[src/rtl/ewb_ser_pkg.sv]
package ewb_ser_pkg;
  // Bits appended after the data word in each frame.
  localparam int BOUNDARY_BITS = 2;
  // Internal clock cycles per serial bit (low half, high half).
  localparam int HALVES_PER_BIT = 2;

  function automatic int frame_bits(input int data_w);
    return data_w + BOUNDARY_BITS;
  endfunction
endpackage

[src/rtl/ewb_ser_seq.sv]
// Frame sequencer: tracks bit index and half-bit phase, runs the handshake.
module ewb_ser_seq
  import ewb_ser_pkg::*;
#(
  parameter int DATA_W = 24,
  localparam int FRAME_W = frame_bits(DATA_W),
  localparam int IW = $clog2(FRAME_W)
) (
  input  logic          clk,
  input  logic          rst_n,
  input  logic          en,
  input  logic          in_valid,
  output logic          in_ready,
  output logic          load,
  output logic          shift,
  output logic          clear,
  output logic          nxt_active,
  output logic [IW-1:0] nxt_bit,
  output logic          nxt_half
);
  localparam logic [IW-1:0] LAST_IDX = IW'(FRAME_W - 1);

  logic          act_q;
  logic [IW-1:0] bit_q;
  logic          half_q;
  logic          frame_end;

  assign frame_end = act_q & half_q & (bit_q == LAST_IDX);
  assign in_ready  = en & (~act_q | frame_end);
  assign load      = in_ready & in_valid;
  assign shift     = en & act_q & half_q & ~frame_end;
  assign clear     = ~en | (in_ready & ~in_valid);

  always_comb begin
    nxt_active = act_q;
    nxt_bit    = bit_q;
    nxt_half   = half_q;
    if (!en) begin
      nxt_active = 1'b0;
      nxt_bit    = '0;
      nxt_half   = 1'b0;
    end else if (in_ready) begin
      nxt_active = in_valid;
      nxt_bit    = '0;
      nxt_half   = 1'b0;
    end else if (!half_q) begin
      nxt_half   = 1'b1;
    end else begin
      nxt_bit    = bit_q + 1'b1;
      nxt_half   = 1'b0;
    end
  end

  always_ff @(posedge clk or negedge rst_n) begin
    if (!rst_n) begin
      act_q  <= 1'b0;
      bit_q  <= '0;
      half_q <= 1'b0;
    end else begin
      act_q  <= nxt_active;
      bit_q  <= nxt_bit;
      half_q <= nxt_half;
    end
  end
endmodule

[src/rtl/ewb_ser_shift.sv]
// Frame register: loads word plus boundary pair, shifts LSB first; bit 0 is the line.
module ewb_ser_shift
  import ewb_ser_pkg::*;
#(
  parameter int DATA_W = 24,
  localparam int FRAME_W = frame_bits(DATA_W)
) (
  input  logic              clk,
  input  logic              rst_n,
  input  logic              load,
  input  logic              shift,
  input  logic              clear,
  input  logic [DATA_W-1:0] in_data,
  output logic              sdat
);
  logic [FRAME_W-1:0] frm_q;
  logic               msb;

  assign msb  = in_data[DATA_W-1];
  assign sdat = frm_q[0];

  always_ff @(posedge clk or negedge rst_n) begin
    if (!rst_n) begin
      frm_q <= '0;
    end else if (clear) begin
      frm_q <= '0;
    end else if (load) begin
      // last bit sent equals MSB, the one before it is its complement
      frm_q <= {msb, ~msb, in_data};
    end else if (shift) begin
      frm_q <= {1'b0, frm_q[FRAME_W-1:1]};
    end
  end
endmodule

[src/rtl/ewb_ser_clkgen.sv]
// Serial clock shaper: registered from next state so the pin cannot glitch.
module ewb_ser_clkgen
  import ewb_ser_pkg::*;
#(
  parameter int DATA_W = 24,
  localparam int FRAME_W = frame_bits(DATA_W),
  localparam int IW = $clog2(FRAME_W)
) (
  input  logic          clk,
  input  logic          rst_n,
  input  logic          nxt_active,
  input  logic [IW-1:0] nxt_bit,
  input  logic          nxt_half,
  output logic          sclk
);
  localparam logic [IW-1:0] FIRST_BOUNDARY = IW'(DATA_W);

  logic in_boundary;
  assign in_boundary = (nxt_bit >= FIRST_BOUNDARY);

  always_ff @(posedge clk or negedge rst_n) begin
    if (!rst_n) sclk <= 1'b1;
    else        sclk <= ~nxt_active | nxt_half | in_boundary;
  end
endmodule

[src/rtl/ewb_serializer.sv]
module ewb_serializer
  import ewb_ser_pkg::*;
#(
  parameter int DATA_W = 24
) (
  input  logic              clk,
  input  logic              rst_n,
  input  logic              en,
  input  logic              in_valid,
  output logic              in_ready,
  input  logic [DATA_W-1:0] in_data,
  output logic              sclk_o,
  output logic              sdat_o
);
  localparam int FRAME_W = frame_bits(DATA_W);
  localparam int IW = $clog2(FRAME_W);

  logic          load, shift, clear;
  logic          nxt_active, nxt_half;
  logic [IW-1:0] nxt_bit;

  ewb_ser_seq #(.DATA_W(DATA_W)) seq_i (
    .clk(clk), .rst_n(rst_n), .en(en), .in_valid(in_valid),
    .in_ready(in_ready), .load(load), .shift(shift), .clear(clear),
    .nxt_active(nxt_active), .nxt_bit(nxt_bit), .nxt_half(nxt_half)
  );

  ewb_ser_shift #(.DATA_W(DATA_W)) shf_i (
    .clk(clk), .rst_n(rst_n), .load(load), .shift(shift), .clear(clear),
    .in_data(in_data), .sdat(sdat_o)
  );

  ewb_ser_clkgen #(.DATA_W(DATA_W)) ckg_i (
    .clk(clk), .rst_n(rst_n), .nxt_active(nxt_active), .nxt_bit(nxt_bit),
    .nxt_half(nxt_half), .sclk(sclk_o)
  );
endmodule

[config.mk]
export PLATFORM = sky130hd
export DESIGN_NAME = ewb_serializer
export DESIGN_NICKNAME = d
export VERILOG_FILES = /design/src/rtl/ewb_ser_pkg.sv /design/src/rtl/ewb_ser_seq.sv /design/src/rtl/ewb_ser_shift.sv /design/src/rtl/ewb_ser_clkgen.sv /design/src/rtl/ewb_serializer.sv
export SDC_FILE = /design/constraint.sdc
export NUM_CORES = 1
export LEC_CHECK = 0
export BUFFER_PORTS_ARGS = -buffer_cell sky130_fd_sc_hd__buf_2
export CORE_MARGIN = 5
export CORE_UTILIZATION = 48
export CTS_CLUSTER_DIAMETER = 80
export CTS_CLUSTER_SIZE = 12
export DETAILED_ROUTE_END_ITERATION = 7
export GPL_TIMING_DRIVEN = 0
export HOLD_SLACK_MARGIN = 0.02
export PLACE_DENSITY_LB_ADDON = 0.2
export SETUP_SLACK_MARGIN = 0.05
export SYNTH_ARGS = -nofsm -noshare
export SYNTH_HDL_FRONTEND = slang
export SYNTH_SLANG_ARGS = --single-unit
[constraint.sdc]
create_clock -name clk -period 1.44 [get_ports clk]
set_input_delay 0.36 -clock clk [delete_from_list [all_inputs] [get_ports clk]]
set_output_delay 0.36 -clock clk [all_outputs]
set_load 0.05 [all_outputs]
### Word-level counts from Yosys, hierarchy flattened

Index checks and enable logic that the tools add are counted.
Widths: inputs -> output; s select.

* memory bits (writable): 0
* memories kept: 0
* register bits after elaboration: 34
* input port bits: 28
* bits in read-only memories: 0
* bits in latches: 0
* word-level logic and storage cells: 38

* add/subtract/negate cells: 1
* bitwise gates (word level): 18
* reductions and logical operators: 1
* multipliers: 0
* div/mod/pow operators: 0
* multiplexer cells: 11
* shifts and indexed selects: 0
* equality and inequality tests: 1
* $lt $le $gt $ge: 1

Operator list (number)
* $mux 26: 3
* $mux 5: 3
* $and 1x1->1: 8
* $not 1->1: 6
* $add 5x1->5 const B: 1
* $eq 5x5->1 const B: 1
* $ge 5x5->1 const B: 1
* $mux 1: 5
* $or 1x1->1: 4
* $reduce_bool 3->1: 1

### Depth between registers and ports, before layout

Gate-level depths: netlist of the first run.

* word-level depth: 9
* depth in mapped cells: 7
* mapped depth without buffers: 6

### Cells and area by module

A second synthesis of the first run with hierarchy kept.

* cells, all modules: 159
* area total of the unflattened synthesis: 1798.0 sq um

By module, submodules not included
* ewb_ser_shift: seq. area each 650.6 sq um, area an instance 1362.6 sq um, instances 1, cells each 116
* ewb_ser_seq: seq. area each 175.2 sq um, area an instance 397.9 sq um, instances 1, cells each 40
* ewb_ser_clkgen: seq. area each 26.3 sq um, area an instance 37.5 sq um, instances 1, cells each 3

### Worst setup path after synthesis of the first run

No wires, ideal clock.

* path kind: register to output
* from: register seq_i.bit_q[1]
* to: output port in_ready
* path slack: -561 ps
* data required time: 1080 ps
* arrival: 1641 ps
* cell stages (with the launch flop): 6
* path through: dfrtp_1 > inv_1 > ha_1 > and4b_4 > a21oi_4 > nor2b_1

* longest elaborated chain between the ends: 4

Ends and longest elaborated chain
* start: declaration: line ewb_ser_seq.sv:24 `logic [IW-1:0] bit_q;`
* start signal: assignment: line ewb_ser_seq.sv:61 `bit_q <= nxt_bit;`
* $eq 5x5->1: line ewb_ser_seq.sv:28 `assign frame_end = act_q & half_q & (bit_q == LAST_IDX);`
* $and 1x1->1: line ewb_ser_seq.sv:28
* $or 1x1->1: line ewb_ser_seq.sv:29 `assign in_ready = en & (~act_q | frame_end);`
* $and 1x1->1: line ewb_ser_seq.sv:29
* end: declaration: line ewb_serializer.sv:10 `output logic in_ready,`

No other way between the ends.

### Final worst setup path of the first run

Same ends and word-level chain as after synthesis.

==> summary.md, run 1 <==
| Metric | Value |
|---|---|
| Row count | 20 |
| Total gr overflow | 0 |
| Reg2reg start | seq_i.bit_q[0] |
| Outcome | complete, but fails checks |
| Achievable frequency | 529 MHz |
| Peak supply drop | 0.540 mV |
| Root buf cell | clkbuf_4 |
| FF-to-FF path depth | 9 |
| Most common cell after layout, fill and taps aside | dfrtp_1 |
| Area after DPL | 1810 um2 |
| Routed wl met3 | 161 um |
| Top fanout value on the critical path | 2 |
| # DRC | 0 |
| Most frequent cells in the layout | 33 x dfrtp_1, 30 x buf_2, 15 x a21o_2 |
| CTS Buffer Depth | 2 |
| Post-DR wirelength/cell | 15.5 um |
| Yosys warning total | 0 |
| Combinational share of power | 0.153 |
| Diodes inserted | 0 |
| Layout area overhead | 32.6% |
| Critical Path AT | 1.53 ns |
| CTS tree | done |
| Wire length on met2 | 1790 um |
| Tcrit/Tclk final | 1.31 |
| Initial cell density of the core | 0.512 |
| Final max-slew violation count | 0 |
| Router iterations before antenna repair | 4 |
| Sequential share of power | 0.572 |
| Final Hold Fails | 0 |
| Via density | 5.43 |
| Highest metal used | met4 |
| Port bufs | 30 |
| H-tree Lvls | 2 |
| Share of layout cells above drive strength 1 | 0.551 |
| Initial DRC count | 56 |
| Psw | 0.000478 W |
| DR vias | 1,195 |
| Clock power share | 0.276 |
| Setup Skew | 0.0148 ns |
| Initial antenna violation count | 0 |
| Worst-path clk slew | 0.10 ns |
| Count of final setup violators | 34 |
| Sequential share of the synthesized area | 0.536 |
| Power per Cell Area | 857 nW/um2 |
| Relative slew slack | 0.497 |
| Post-synthesis register bit count | 34 |
| Gp weighted congestion | 0.744 |
| Cell internal pwr | 0.00133 W |
| Unique cell type count in the Yosys netlist | 26 |
| Hold Slack | 0.0816 ns |
| Final worst setup slack | -0.451 ns |
| Data required, critical path | 1.08 ns |
| DRT antenna net count | 0 |
| Violated checks | negative setup slack |
| Switching part of the total | 0.265 |
| Worst-Margin Slew | 0.755 ns |
| HP Class | in2async |
| Syn_area_per_cell | 12.9 um2 |
| CTS sink cnt | 34 |
| R2R Setup Slk | -0.45 ns |
| Lkg Pwr | 1.17 nW |
| Chip Width | 67.5 um |
| Critical Path Start Type | register |
| Post-Syn Area | 1590 um2 |
| Vias in the first global route | 1,242 |
| Boundary pin count | 31 |
| Design area | 2110 um2 |
| Hpwl dp | 2170 um |
| Total wire length | 3400 um |
| Clock Latency Late Sink | 0.33 ns |
| First-pass GRT wire length | 5530 um |
| Nets | 205 |
| Critical path class | reg2out |
| Die H | 67.5 um |
| Worst Setup EP | in_ready |
| Core area | 3100 um2 |
| Fin crit period | 1.89 ns |
| CP startpoint | seq_i.bit_q[1] |
| Mapped Cells | 123 |
| R2R Path End | shf_i.frm_q[17] |
| Largest net degree at the start of global routing | 35 |
| Hold Buf Count CTS | 0 |
| Crit path capture type | output port |
| DIE AREA | 4560 um2 |
| Syn Nets | 153 |
| WL met1 | 1380 um |
| GRT Total Usage | 0.167 |
| RSZ-0062 raised after global routing | yes |
| Inserted Clock Buffers | 5 |
| Max Cap Viol | 0 |
==> kinds of logic (layout without fill, tap and decap cells) <==
| kind of cell | after synthesis | after routing | share of synthesized area |
|---|---|---|---|
| adders and majority gates | 2 | 2 | 0.0157 |
| and+or+nand+nor | 17 | 17 | 0.0669 |
| buffers and inverters | 10 | 63 | 0.0465 |
| AOI/OAI and AO/OA | 56 | 56 | 0.313 |
| xor gates and xnor gates | 4 | 4 | 0.0221 |
| DFF | 34 | 34 | 0.536 |
==> timing repair <==
item | CTS | global route
resized for setup | 9 | 16
setup endpoints to repair | 30 | 35
cloned | 1 | 1
buffers inserted | 6 | 9
pin swaps | 2 | 2
endpoints found under the hold margin | 0 | 0
==> worst min path at each step <==
| stage | start | endpoint | slack (ns) | depth (start not counted) |
|---|---|---|---|---|
| 3_3_place_gp | rst_n | shf_i.frm_q[22] | 0.45 | 1 |
| 6_report | rst_n | shf_i.frm_q[1] | 0.08 | 1 |
| 3_5_place_dp | rst_n | shf_i.frm_q[1] | 0.47 | 1 |
| 5_1_grt | rst_n | shf_i.frm_q[1] | 0.14 | 1 |
| 2_1_floorplan | rst_n | seq_i.act_q | 0.06 | 0 |
| 4_1_cts | rst_n | shf_i.frm_q[1] | 0.1 | 1 |
==> power groups by stage <==
stage / clock [W] / sequential [W] / combinational [W]
detailed placement: 0 / 0.00104 / 0.000234
global route: 0.000549 / 0.00104 / 0.000301
finish: 0.000498 / 0.00103 / 0.000276
floorplan: 0 / 0.00105 / 0.000134
CTS: 0.000510 / 0.00103 / 0.000256
global placement: 0 / 0.00104 / 0.000225
==> per-stage QoR <==
step                      worst slack, ns  instances   util  power [W]  setup TNS (ns)
final                              -0.451        220  0.679    0.00181          -11.95
after floorplan                    -0.147        123      -    0.00119           -1.99
after detailed placement           -0.272        197  0.582    0.00128           -5.65
after CTS                          -0.447        212  0.625    0.00179           -8.02
after global placement             -0.239        197  0.582    0.00127           -4.63
after global routing               -0.550        220  0.679    0.00189          -14.67
==> synthesized netlist by cell type <==
cell type,instances,area share
dfrtp_1,33,0.52
a21o_2,15,0.083
a22o_1,12,0.066
a22o_2,12,0.076
a21o_1,9,0.043
nor2_1,6,0.014
buf_6,4,0.028
nand2_1,4,0.0094
inv_1,3,0.0071
o31ai_1,3,0.014
xor2_1,3,0.017
a22oi_1,2,0.0094
buf_2,2,0.0063
ha_1,2,0.016
nand4_1,2,0.0079
a211oi_1,1,0.0047
a21oi_4,1,0.010
and4b_4,1,0.0087
buf_4,1,0.0047
dfstp_2,1,0.017
nor2_2,1,0.0039
nor2_4,1,0.0071
nor2b_1,1,0.0039
nor3b_4,1,0.012
o221a_2,1,0.0071
xnor2_1,1,0.0055
==> worst max-delay path: stages (launching register included) <==
cell and delay, ns:
dfrtp_1 0.41, inv_2 0.08, ha_4 0.12, and4b_4 0.25, a21oi_4 0.07, nor2b_4 0.11
buf_6 0.16
==> per-layer routing <==
layer | vias up | global-route usage
met1 | 588 | 0.194
met2 | 29 | 0.294
li1 | 569 | -
met5 | - | 0
met3 | 9 | 0.0399
met4 | 0 | 0.0684
==> flip-flops by register name (all words and copies together) (netlist names) <==
signal / flops
seq_i.half_q: 1
seq_i.act_q: 1
shf_i.frm_q: 26
seq_i.bit_q: 5
ckg_i.sclk: 1
==> cell type report <==
| class | count | area, um2 |
|---|---|---|
| Fill cell | 254 | 996 |
| Tap cell | 44 | 55.1 |
| Buffer | 7 | 70.1 |
| Inverter | 3 | 11.3 |
| Timing Repair Buffer | 45 | 304 |
| Sequential cell | 34 | 852 |
| Clock buffer | 8 | 48.8 |
| Multi-Input combinational cell | 79 | 766 |
Note: power is estimated with default switching activity, not from simulation.
==> run 2: changes to the inputs <==
- SKIP_CTS_REPAIR_TIMING: not set -> 1
==> run 2 against run 1 <==
Effect of this change:
- the flow still finishes with violations (negative setup slack)
- design area down 7.7%
- via count decreased by 3.8%
- hold slack got worse by 0.0046 ns
- largest cell class unchanged
- flip-flop and latch count unchanged
- highest routed layer unchanged
==> summary.md, run 2 (synthesis results as in run 1) <==
| Metric | Value |
|---|---|
| Count of final setup violators | 33 (-2.9%) |
| Met1 Usage GRT | 0.186 (-0.00854) |
| Outcome | complete, but fails checks |
| Crit path capture type | output port |
| Peak supply drop | 0.536 mV (-0.62%) |
| Router iterations before antenna repair | 4 (unchanged) |
| Core area | 3100 um2 (unchanged) |
| Relative slew slack | 0.505 (+0.00836) |
| HP Class | in2async |
| DRT antenna net count | 0 (unchanged) |
| Fin crit period | 1.94 ns (+0.0465 ns) |
| Most common cell after layout, fill and taps aside | dfrtp_1 |
| Via density | 5.40 (-0.60%) |
| Critical path class | reg2out |
| GRT Total Usage | 0.159 (-0.00811) |
| Gp weighted congestion | 0.744 (unchanged) |
| CTS tree | done |
| Largest net degree at the start of global routing | 35 (unchanged) |
| Inserted Clock Buffers | 5 (unchanged) |
| Top fanout value on the critical path | 4 (+2) |
| Die H | 67.5 um (unchanged) |
| Final max-slew violation count | 0 (unchanged) |
| Initial antenna violation count | 0 (unchanged) |
| Setup Skew | 0.0154 ns (+0.000580 ns) |
| Final Hold Fails | 0 (unchanged) |
| Max Cap Viol | 0 (unchanged) |
| DIE AREA | 4560 um2 (unchanged) |
| Share of layout cells above drive strength 1 | 0.515 (-0.0363) |
| Grt met3 use | 0.0399 (unchanged) |
| Final worst setup slack | -0.498 ns (-0.0465 ns) |
| Post-DR wirelength/cell | 15.2 um (-1.9%) |
| GRT busiest layer | met2 |
| Critical Path Start Type | register |
| # DRC | 0 (unchanged) |
| Achievable frequency | 516 MHz (-2.4%) |
| Power per Cell Area | 910 nW/um2 (+6.2%) |
| Vias in the first global route | 1,194 (-3.9%) |
| Filler cell count | 291 (+15%) |
| Worst-Margin Slew | 0.742 ns (-0.0125 ns) |
| Violated checks | negative setup slack |
| Clock Latency Late Sink | 0.33 ns (about the same) |
| Boundary pin count | 31 (unchanged) |
| Largest regs | shf_i.frm_q x26, seq_i.bit_q x5 |
| Finished Core Util | 0.627 (-0.0520) |
| Initial cell density of the core | 0.512 (unchanged) |
| First-pass GRT wire length | 5290 um (-4.4%) |
| Critical Path AT | 1.58 ns (+0.05 ns) |
| Most frequent cells in the layout | 33 x dfrtp_1, 31 x buf_2, 15 x a21o_2 |
| M2 GR Usage | 0.276 (-0.0182) |
| H-tree Lvls | 2 (unchanged) |
| Data required, critical path | 1.08 ns (about the same) |
| DR vias | 1,150 (-3.8%) |
| Total gr overflow | 0 (unchanged) |
| Register with the most flip-flops | shf_i.frm_q |
| Tcrit/Tclk final | 1.35 (+0.0323) |
| Total wire length | 3230 um (-5.0%) |
| Diodes inserted | 0 (unchanged) |
| RSZ-0062 raised after global routing | yes |
| Nets | 198 (-3.4%) |
| Hpwl dp | 2170 um (unchanged) |
| Worst-path clk slew | 0.10 ns (about the same) |
| Largest register FFs | 26 (unchanged) |
| Initial DRC count | 78 (+39%) |
| Chip Width | 67.5 um (unchanged) |
| Hold Slack | 0.0770 ns (-0.00456 ns) |
| CTS sink cnt | 34 (unchanged) |
| Row count | 20 (unchanged) |
| Port bufs | 30 (unchanged) |
| Root buf cell | clkbuf_4 |
| CTS Buffer Depth | 2 (unchanged) |
| Layout area overhead | 22.4% |
| Lkg Pwr | 1.07 nW (-8.6%) |
==> run 2: through the flow <==
| stage | total power, W | TNS, ns | instance area (um2) | worst slack (ns) | cells |
|---|---|---|---|---|---|
| 3_5_place_dp | 0.00128 | -5.65 | 1810 | -0.272 | 197 |
| 4_1_cts | 0.00177 | -6.84 | 1850 | -0.647 | 205 |
| 6_report | 0.00177 | -9.30 | 1950 | -0.498 | 213 |
| 5_1_grt | 0.00186 | -12.66 | 1950 | -0.606 | 213 |
| 3_3_place_gp | 0.00127 | -4.63 | 1810 | -0.239 | 197 |
| 2_1_floorplan | 0.00119 | -1.99 | 1600 | -0.147 | 123 |
==> run 2: final timing paths <==
kind | startpoint | end | slack [ns] | cells past startpoint
setup / recovery | seq_i.bit_q[0] | in_ready | -0.50 | 5
hold / removal | rst_n | shf_i.frm_q[1] | 0.08 | 1
setup reg to reg | seq_i.bit_q[0] | shf_i.frm_q[15] | -0.38 | 8
hold reg to reg | shf_i.frm_q[25] | shf_i.frm_q[24] | 0.53 | 2
max in group asynchronous | rst_n | shf_i.frm_q[4] | 0.88 | 1
min in group clk | in_data[0] | shf_i.frm_q[0] | 0.21 | 2
==> run 2: final cells by class <==
type	instances	area, um2	area share
flip-flops and latches	34	852	0.438
clock buffers	8	48.8	0.0251
inverters	3	11.3	0.00579
plain buffers	7	66.3	0.0341
repair buffers	38	231	0.119
multi-input cells	79	681	0.350
well taps	44	55.1	0.0283
==> run 2: report_power, final <==
part / switching, W / internal [W] / total [W]
Clock: 0.000294 / 0.000195 / 0.000489
Sequential: 0.0000272 / 0.00100 / 0.00103
Combinational: 0.000136 / 0.000119 / 0.000255
==> run 2: critical path, stage by stage, from the launching register on <==
cell and delay [ns]:
dfrtp_1 0.43, ha_1 0.22, and4b_4 0.21, a21oi_4 0.19, nor2b_4 0.05, buf_6 0.15
==> run 2: per-layer routing <==
metal / vias up / share of wire
li1: 550 / -
met1: 565 / 0.41
met2: 28 / 0.53
met3: 7 / 0.044
met4: 0 / 0.016
met5: - / 0
==> run 3: changes to the inputs <==
- SKIP_LAST_GASP: not set -> 1
==> run 3 against run 2 <==
Effect of this change:
- the flow still finishes with violations (negative setup slack)
- critical endpoint unchanged
- count of clock-buffer cells in the layout unchanged
- hold slack is the same
- worst setup slack stayed put
==> summary.md, run 3 (synthesis results as in run 1) <==
| Metric | Value |
|---|---|
| Final Hold Fails | 0 (unchanged) |
| Boundary pin count | 31 (unchanged) |
| Initial DRC count | 73 (-6.4%) |
| Layout area overhead | 22.2% |
| Register with the most flip-flops | shf_i.frm_q |
| Chip Width | 67.5 um (unchanged) |
| Hpwl dp | 2170 um (unchanged) |
| DIE AREA | 4560 um2 (unchanged) |
| R2R Setup Slk | -0.38 ns (about the same) |
| Reg2reg start | seq_i.bit_q[0] |
| DP Cell Count | 197 (unchanged) |
| # DRC | 0 (unchanged) |
| Fin crit period | 1.94 ns (unchanged) |
| Design area | 1940 um2 (-0.19%) |
| Total wire length | 3230 um (unchanged) |
| Violated checks | negative setup slack |
| Count of final setup violators | 33 (unchanged) |
| Crit path largest cell delay | 0.43 ns (about the same) |
| Most frequent cells in the layout | 33 x dfrtp_1, 31 x buf_2, 15 x a21o_2 |
| GRT Total Usage | 0.159 (unchanged) |
| Initial cell density of the core | 0.512 (unchanged) |
| Router iterations before antenna repair | 4 (unchanged) |
| Inserted Clock Buffers | 5 (unchanged) |
| Via density | 5.40 (unchanged) |
| Worst-Margin Slew | 0.742 ns (unchanged) |
| Clock Latency Late Sink | 0.33 ns (about the same) |
| Non-filler cells, final | 213 (unchanged) |
| Tcrit/Tclk final | 1.35 (unchanged) |
| Initial antenna violation count | 0 (unchanged) |
| DRT antenna net count | 0 (unchanged) |
| Post-DR wirelength/cell | 15.2 um (unchanged) |
| Achievable frequency | 516 MHz (unchanged) |
| Share of layout cells above drive strength 1 | 0.515 (unchanged) |
| Worst-path clk slew | 0.10 ns (about the same) |
| Worst-path cell chain | ha_1 -> and4b_4 -> a21oi_4 -> nor2b_4 -> buf_6 |
| Fin Setup TNS | -9.30 ns (unchanged) |
| Power per Cell Area | 911 nW/um2 (about the same) |
| Largest net degree at the start of global routing | 35 (unchanged) |
| Most common cell after layout, fill and taps aside | dfrtp_1 |
| Largest register FFs | 26 (unchanged) |
| Final max-slew violation count | 0 (unchanged) |
| Gp weighted congestion | 0.744 (unchanged) |
| Top fanout value on the critical path | 4 (unchanged) |
| Area after DPL | 1810 um2 (unchanged) |
| Final worst setup slack | -0.498 ns (unchanged) |
| DR vias | 1,150 (unchanged) |
| Total gr overflow | 0 (unchanged) |
| R2R Path End | shf_i.frm_q[15] |
| Outcome | complete, but fails checks |
| Lkg Pwr | 1.07 nW (-0.14%) |
| RSZ-0062 raised after global routing | yes |
| Relative slew slack | 0.505 (unchanged) |
| Peak supply drop | 0.536 mV (about the same) |
| CTS Buffer Depth | 2 (unchanged) |
| H-tree Lvls | 2 (unchanged) |
| CTS tree | done |
| Largest regs | shf_i.frm_q x26, seq_i.bit_q x5 |
| Max Cap Viol | 0 (unchanged) |
| FF-to-FF path depth | 8 (unchanged) |
| Row count | 20 (unchanged) |
| Core area | 3100 um2 (unchanged) |
| Vias in the first global route | 1,194 (unchanged) |
| Diodes inserted | 0 (unchanged) |
| Slowest library cell on the worst path | dfrtp_1 |
| Finished Core Util | 0.626 (-0.00121) |
| Critical path class | reg2out |
| Port bufs | 30 (unchanged) |
| Root buf cell | clkbuf_4 |
| Critical Path Start Type | register |
| Setup Skew | 0.0154 ns (unchanged) |
| HP Class | in2async |
| Nets | 198 (unchanged) |
| Filler cell count | 293 (+0.69%) |
| Data required, critical path | 1.08 ns (about the same) |
| CTS sink cnt | 34 (unchanged) |
| First-pass GRT wire length | 5290 um (unchanged) |
| Crit path capture type | output port |
| Critical Path AT | 1.58 ns (about the same) |
| Die H | 67.5 um (unchanged) |
[run 3: cell types whose count changed in the layout (fill, tap and decap cells not counted)]
cell,delta
buf_6,+1
buf_8,-1
[run 3: critical path, delay by kind of cell, from the launching register on]
kind	cells	cell delay, ns
flip-flops	1	0.43
AND/OR/NAND/NOR	2	0.26
adder cells (fa/ha/maj)	1	0.22
AO/OA/AOI/OAI	1	0.19
buffers and inverters	1	0.15
[run 3: final cells by class]
cell class | count | area [um2] | area share
repair buffers | 38 | 228 | 0.117
flip-flops and latches | 34 | 852 | 0.439
plain buffers | 7 | 66.3 | 0.0341
inverters | 3 | 11.3 | 0.00580
multi-input cells | 79 | 681 | 0.351
clock buffers | 8 | 48.8 | 0.0251
well taps | 44 | 55.1 | 0.0284
[run 3: routing by layer]
metal | part of all wire | vias up | track usage
li1 | - | 550 | -
met1 | 0.41 | 565 | 0.186
met2 | 0.53 | 28 | 0.276
met3 | 0.044 | 7 | 0.0399
met4 | 0.016 | 0 | 0.0684
met5 | 0 | - | 0
[run 3: report_power, final]
group,internal [W],switching (W)
Clock,0.000195,0.000294
Sequential,0.00100,0.0000267
Combinational,0.000117,0.000136
Total,0.00131,0.000457
[run 3: worst max path at each step]
stage                         startpoint  endpoint  slack (ns)  cells after the start
after floorplan           seq_i.bit_q[1]  in_ready       -0.15                      5
after global placement    seq_i.bit_q[1]  in_ready       -0.24                      6
after detailed placement  seq_i.bit_q[0]  in_ready       -0.27                      5
after CTS                 seq_i.bit_q[0]  in_ready       -0.65                      5
after global routing      seq_i.bit_q[1]  in_ready       -0.61                      6
final                     seq_i.bit_q[0]  in_ready       -0.50                      5
[run 3: through the flow]
step | setup WS, ns | total power [W] | hold WS, ns
floorplan | -0.147 | 0.00119 | 0.0644
global placement | -0.239 | 0.00127 | 0.452
detailed placement | -0.272 | 0.00128 | 0.469
CTS | -0.647 | 0.00177 | 0.0990
global route | -0.606 | 0.00186 | 0.137
finish | -0.498 | 0.00177 | 0.0770
